<file path="src/rtl/dr_pkg.sv">
package dr_pkg;

  typedef struct packed {
    logic t;
    logic f;
  } rail_t;

  typedef enum logic [1:0] { OP2_AND, OP2_OR, OP2_XOR } op2_e;
  typedef enum logic [0:0] { OP3_MUX, OP3_AOI21 } op3_e;

  // positive network on true rails, its dual on false rails
  function automatic rail_t rail_and(rail_t x, rail_t z);
    return '{t: x.t & z.t, f: x.f | z.f};
  endfunction

  function automatic rail_t rail_or(rail_t x, rail_t z);
    return '{t: x.t | z.t, f: x.f & z.f};
  endfunction

  function automatic rail_t rail_xor(rail_t x, rail_t z);
    return '{t: (x.t & z.f) | (x.f & z.t), f: (x.t & z.t) | (x.f & z.f)};
  endfunction

  // s selects d1 when logical 1, d0 when logical 0
  function automatic rail_t rail_mux(rail_t s, rail_t d1, rail_t d0);
    return '{t: (s.t & d1.t) | (s.f & d0.t), f: (s.t & d1.f) | (s.f & d0.f)};
  endfunction

  // NOT((x AND z) OR c): the inversion is the swap at the output
  function automatic rail_t rail_aoi21(rail_t x, rail_t z, rail_t c);
    return '{t: (x.f | z.f) & c.f, f: (x.t & z.t) | c.t};
  endfunction

  function automatic rail_t rail_inv(rail_t x);
    return '{t: x.f, f: x.t};
  endfunction

endpackage

</file>
<file path="src/rtl/dr_launch.sv">
module dr_launch #(
  parameter int W = 8
) (
  input  logic                      prech,
  input  dr_pkg::rail_t [W-1:0]     d,
  output dr_pkg::rail_t [W-1:0]     o
);
  // both rails low in precharge, pair passed through in evaluation
  always_comb begin
    for (int i = 0; i < W; i++) begin
      o[i].t = d[i].t & ~prech;
      o[i].f = d[i].f & ~prech;
    end
  end
endmodule

</file>
<file path="src/rtl/dr_gate2.sv">
module dr_gate2 #(
  parameter dr_pkg::op2_e KIND = dr_pkg::OP2_AND
) (
  input  dr_pkg::rail_t x,
  input  dr_pkg::rail_t z,
  output dr_pkg::rail_t y
);
  generate
    case (KIND)
      dr_pkg::OP2_AND: begin : g_and
        assign y = dr_pkg::rail_and(x, z);
      end
      dr_pkg::OP2_OR: begin : g_or
        assign y = dr_pkg::rail_or(x, z);
      end
      default: begin : g_xor
        assign y = dr_pkg::rail_xor(x, z);
      end
    endcase
  endgenerate
endmodule

</file>
<file path="src/rtl/dr_gate3.sv">
module dr_gate3 #(
  parameter dr_pkg::op3_e KIND = dr_pkg::OP3_MUX
) (
  input  dr_pkg::rail_t x0,
  input  dr_pkg::rail_t x1,
  input  dr_pkg::rail_t x2,
  output dr_pkg::rail_t y
);
  generate
    if (KIND == dr_pkg::OP3_MUX) begin : g_mux
      assign y = dr_pkg::rail_mux(x0, x1, x2);
    end else begin : g_aoi
      assign y = dr_pkg::rail_aoi21(x0, x1, x2);
    end
  endgenerate
endmodule

</file>
<file path="src/rtl/dr_reg.sv">
module dr_reg #(
  parameter int W = 8
) (
  input  logic                  clk,
  input  logic                  rst_n,
  input  logic                  prech,
  input  dr_pkg::rail_t [W-1:0] d,
  output dr_pkg::rail_t [W-1:0] st,
  output dr_pkg::rail_t [W-1:0] q
);
  // reset value is logical 0 on every pair
  localparam dr_pkg::rail_t ZERO_PAIR = '{t: 1'b0, f: 1'b1};

  always_ff @(posedge clk or negedge rst_n) begin
    if (!rst_n) st <= {W{ZERO_PAIR}};
    else        st <= d;
  end

  dr_launch #(.W(W)) u_launch (.prech(prech), .d(st), .o(q));
endmodule

</file>
<file path="src/rtl/dr_wave_top.sv">
module dr_wave_top #(
  parameter int W = 8
) (
  input  logic         clk,
  input  logic         rst_n,
  input  logic [W-1:0] a_t,
  input  logic [W-1:0] a_f,
  input  logic [W-1:0] b_t,
  input  logic [W-1:0] b_f,
  input  logic [W-1:0] sel_t,
  input  logic [W-1:0] sel_f,
  output logic [W-1:0] y_t,
  output logic [W-1:0] y_f,
  output logic [W-1:0] q_t,
  output logic [W-1:0] q_f,
  output logic         err
);
  import dr_pkg::*;

  // phase generator: prech is high from a rising edge to the next falling
  // edge, and it comes from flops so that capture at the rising edge sees
  // the evaluated rails rather than the new zeros
  logic ph_hi, ph_lo, prech;

  always_ff @(posedge clk or negedge rst_n) begin
    if (!rst_n) ph_hi <= 1'b0;
    else        ph_hi <= ~ph_hi;
  end

  always_ff @(negedge clk or negedge rst_n) begin
    if (!rst_n) ph_lo <= 1'b0;
    else        ph_lo <= ph_hi;
  end

  assign prech = ph_hi ^ ph_lo;

  rail_t [W-1:0] a_r, b_r, sel_r, a_l, b_l, sel_l;
  rail_t [W-1:0] st_r, q_r, y_r;
  logic  [W-1:0] s_t, s_f;

  for (genvar i = 0; i < W; i++) begin : g_pack
    assign a_r[i]   = '{t: a_t[i],   f: a_f[i]};
    assign b_r[i]   = '{t: b_t[i],   f: b_f[i]};
    assign sel_r[i] = '{t: sel_t[i], f: sel_f[i]};
  end

  dr_launch #(.W(W)) u_la (.prech(prech), .d(a_r),   .o(a_l));
  dr_launch #(.W(W)) u_lb (.prech(prech), .d(b_r),   .o(b_l));
  dr_launch #(.W(W)) u_ls (.prech(prech), .d(sel_r), .o(sel_l));

  dr_reg #(.W(W)) u_state (
    .clk(clk), .rst_n(rst_n), .prech(prech),
    .d(y_r), .st(st_r), .q(q_r)
  );

  for (genvar i = 0; i < W; i++) begin : g_lane
    rail_t p_and, p_or, p_not, p_xor;

    dr_gate2 #(.KIND(OP2_AND)) u_and (.x(a_l[i]), .z(b_l[i]), .y(p_and));
    dr_gate2 #(.KIND(OP2_OR))  u_or  (.x(p_and),  .z(q_r[i]), .y(p_or));
    assign p_not = rail_inv(p_or);
    dr_gate2 #(.KIND(OP2_XOR)) u_xor (.x(a_l[i]), .z(b_l[i]), .y(p_xor));
    dr_gate3 #(.KIND(OP3_MUX)) u_mux (.x0(sel_l[i]), .x1(p_not), .x2(p_xor), .y(y_r[i]));

    assign y_t[i] = y_r[i].t;
    assign y_f[i] = y_r[i].f;
    assign q_t[i] = q_r[i].t;
    assign q_f[i] = q_r[i].f;
    assign s_t[i] = st_r[i].t;
    assign s_f[i] = st_r[i].f;
  end

  // legality of every pair that enters the network, and of the result
  logic pairs_ok, y_ok;
  assign pairs_ok = (&(a_t ^ a_f)) & (&(b_t ^ b_f)) & (&(sel_t ^ sel_f)) & (&(s_t ^ s_f));
  assign y_ok     = &(y_t ^ y_f);

  always_ff @(posedge clk or negedge rst_n) begin
    if (!rst_n) err <= 1'b0;
    else        err <= ~(pairs_ok & y_ok);
  end
endmodule

</file>
<file path="config.mk">
export PLATFORM = sky130hd
export DESIGN_NAME = dr_wave_top
export DESIGN_NICKNAME = d
export VERILOG_FILES = /design/src/rtl/dr_pkg.sv /design/src/rtl/dr_launch.sv /design/src/rtl/dr_gate2.sv /design/src/rtl/dr_gate3.sv /design/src/rtl/dr_reg.sv /design/src/rtl/dr_wave_top.sv
export SDC_FILE = /design/constraint.sdc
export NUM_CORES = 1
export LEC_CHECK = 0
export BUFFER_PORTS_ARGS = -buffer_cell sky130_fd_sc_hd__buf_2
export CORE_MARGIN = 2
export CORE_UTILIZATION = 39
export CTS_BUF_LIST = sky130_fd_sc_hd__clkbuf_8 sky130_fd_sc_hd__clkbuf_16
export CTS_CLUSTER_SIZE = 20
export DETAILED_ROUTE_END_ITERATION = 10
export GPL_TIMING_DRIVEN = 0
export PLACE_DENSITY_LB_ADDON = 0.08
export SLEW_MARGIN = 20
export SYNTH_ARGS = -nofsm -noshare
export SYNTH_HDL_FRONTEND = slang
export SYNTH_SLANG_ARGS = --single-unit
export TNS_END_PERCENT = 10
</file>
<file path="constraint.sdc">
create_clock -name clk -period 1.25 [get_ports clk]
set_input_delay 0.0625 -clock clk [delete_from_list [all_inputs] [get_ports clk]]
set_output_delay 0.0625 -clock clk [all_outputs]
set_load 0.01 [all_outputs]
</file>
==> summary.md <==
| Metric | Value |
|---|---|
| Outcome | complete, but fails checks |
| Failing checks | negative setup slack |
| Worst relative slew slack | 0.701 |
| H-tree level count | 1 |
| Type of the worst setup path | reg -> out |
| Initial DRC Count | 64 |
| Clock Tree Buf Depth | 2 |
| Synth Register Bits | 19 |
| Crit path buf inv count | 3 |
| Synth cell count leaders | xor2_1 (33), a22o_1 (14), and2_1 (10), dfrtp_1 (10), a22oi_1 (9) |
| Leakage power | 1.17 nW |
| Die area | 4120 um^2 |
| Cell Area, Synth | between 1000 and 1500 um^2 |
| Syn nets | around 200 |
| Fin area | 2260 um^2 |
| Via/cell ratio | roughly 5.4 |
| Synth async-reset ratio | 1.00 |
| Largest net degree at the start of global routing | 20 |
| Vias in the first global route | about 1,600 |
| Yosys top cell by area | xor2_1 |
| Post-synth EDFFs | 0 |
| Core box area | between 3000 and 4000 um^2 |
| Pwr Density | 615 nW/um^2 |
| Cell Chain, Critical Path | buf_6, xnor2_4, buf_6, nand2_4, o21ai_2, buf_2 |
| Max-cap violation count | 0 |
| Clk root buf | clkbuf_8 |
| Fin nets | roughly 300 |
| CTS tree | yes |
| Hold Path Class | in -> reg |
| Initial Util | 0.414 |
| Fraction of layout cells with a size suffix above 1 | 0.539 |
| Sequential area share after synthesis | 0.343 |
| CP Max Fanout | 4 |
| CP max stage delay | roughly 0.45 ns |
| Mean Syn Cell Area | 9.49 um^2 |
| GR Util met1 | 0.287 |
| Detailed Place HPWL | 3460 um |
| Final Wtd Congestion | 0.776 |
| Endpoints failing setup | 50 |
| Most instantiated library cell after synthesis | xor2_1 |
| Fillers | just under 300 |
| Count of pins over their slew limit | 0 |
| WL final | ~4800 um |
| Row count | 21 |
| Worst EP arrival | 2.11 ns |
| Met3 Use GR | 0.0352 |
| Clk pin slew, worst setup/hold paths | roughly 0.08 ns |
| Top post-synthesis cells by area | xor2_1 (20%), dfrtp_1 (18%), dfstp_2 (15%) |
| Max stage delay cell, worst path | dfrtn_1 |
| CTS sink cnt | 19 |
| Hold Fails Final Rpt | 0 |
| Worst hold stages | 3 |
| Synth warn | 0 |
| DRT antenna net count | 0 |
| Unrepaired setup endpoints after global routing | yes |
| Startpoint Class | flip-flop |
| Clk Latency, worst-skew pair | around 0.28 ns |
| Yosys top cell area share | 0.204 |
| Drt first pass iters | 4 |
| Die X-Extent | ~64 um |
| Post-route insts no fill | just under 300 |
| Crit end category | output pin |
| Placed cell count | between 200 and 300 |
| Reg2Reg Depth | 6 |
| Clk_skew | around 0.020 ns |
| Dominant synthesized flop cell | dfrtp_1 |
| Post-route DRC | 0 |
| Worst-margin pin slew | approximately 0.45 ns |
| Critical path depth in cells | 6 |
| Via count | around 1,600 |
| # port buffers | just over 80 |
| Global-route wire length before repair | roughly 7600 um |
| Final WS setup | -0.918 ns |
| Die height | around 64 um |
| Dpl cell area | around 1900 um^2 |
| CP delay by family, top | flip-flops |
| Total gr overflow | 0 |
| Fin Setup TNS | -37.47 ns |
| Initial antenna violation count | 0 |
| Clock buffer count from CTS | 3 |
| CP required | approximately 1.2 ns |
| Synthesized instance count | ~150 |
| N_diodes | 0 |
| Io pins | between 80 and 90 |
| VDD IR-drop max | 0.395 mV |
| M2 GR Usage | 0.428 |
| Cell mode on critical path | buf_6 |
| WL/cell | roughly 16 um |
| Gr busiest metal | met2 |
| Netlist cell types | 23 |
| Area grow syn2layout | 59.6% |
| Finished Core Util | 0.661 |
| Overall Global Routing Usage | 0.234 |
| Total design power | around 1.4 mW |
-- cells in the final DEF (no fill, tap or decap), drive strengths merged --
| cell type | count |
|---|---|
| nor4 | 2 |
| o22ai | 1 |
| a21oi | 7 |
| nor2 | 7 |
| nand3 | 2 |
| o21ai | 2 |
| nand2 | 8 |
| xnor2 | 1 |
| a22oi | 9 |
| and2 | 16 |
| o2111ai | 1 |
| xor2 | 33 |
| buf | 93 |
| a22o | 14 |
| o211ai | 8 |
| dfrtn | 1 |
| dfstp | 8 |
| dfrtp | 10 |
| clkbuf | 3 |
| clkinv | 1 |
| dlygate4sd3 | 1 |
| inv | 1 |
| a21o | 8 |
| nand4 | 8 |
-- flip-flops by register name (all words and copies together), names as in the netlist --
name        flops
u_state.st     16
ph_hi           1
ph_lo           1
err             1
-- final timing paths --
check | from | end | slack (ns)
worst max-delay path | ph_lo$_DFF_NN0_ | y_f[7] | -0.92
worst min register to register | ph_hi$_DFF_PN0_ | ph_hi$_DFF_PN0_ | 0.60
min in group asynchronous | rst_n | u_state.st[3]$_DFF_PN0_ | 0.27
max in group asynchronous | rst_n | ph_lo$_DFF_NN0_ | 0.14
worst min-delay path | sel_f[7] | u_state.st[14]$_DFF_PN1_ | 0.07
worst max register to register | ph_lo$_DFF_NN0_ | err$_DFF_PN0_ | -0.71
-- layer usage --
metal  wire length, um  up-vias
li1                  -      753
met1              1990      756
met2              2460       60
met3               272        5
met4                38        0
met5                 0        -
-- cells by family (layout without fill, tap and decap cells) --
kind of cell,after synthesis,in the layout,synth area share
flops,19,19,0.343
xor+xnor,34,34,0.216
buf+inv,3,99,0.0115
compound gates,50,50,0.262
simple gates,43,43,0.167
-- what timing repair did --
item	CTS	global route
cloned	1	0
setup endpoints to repair	50	50
setup buffers	8	0
gates resized for setup	42	8
hold buffers	1	0
endpoints found under the hold margin	10	0
pin swaps	16	4
-- tightest hold or removal path: stages --
cell     delay, ns
buf_2         0.13
nand2_4       0.08
o21ai_2       0.06
-- power breakdown --
group	switching, mW	total (mW)	internal, mW
Clock	0.231	0.453	0.222
Combinational	0.176	0.318	0.142
Sequential	0	0.616	0.616
Total	0.407	1.39	0.980
-- final cells by class --
cell class	instances	area (um^2)	share of cell area
Timing Repair Buffer	92	589	0.261
Sequential cell	19	487	0.216
Clock buffer	3	41.3	0.0183
Inverter	1	3.75	0.00166
Multi-Input combinational cell	127	1040	0.462
Tap cell	46	57.6	0.0255
Clock inverter	1	5.00	0.00222
Buffer	2	30.0	0.0133
-- stage by stage --
step	setup WS, ns	hold slack (ns)
6_report	-0.918	0.0676
5_1_grt	-0.968	0.0680
4_1_cts	-0.901	0.0572
3_5_place_dp	-0.881	0.0349
3_3_place_gp	-0.846	0.0303
2_1_floorplan	-0.531	-0.233
Note: power is estimated with default switching activity, not from simulation.
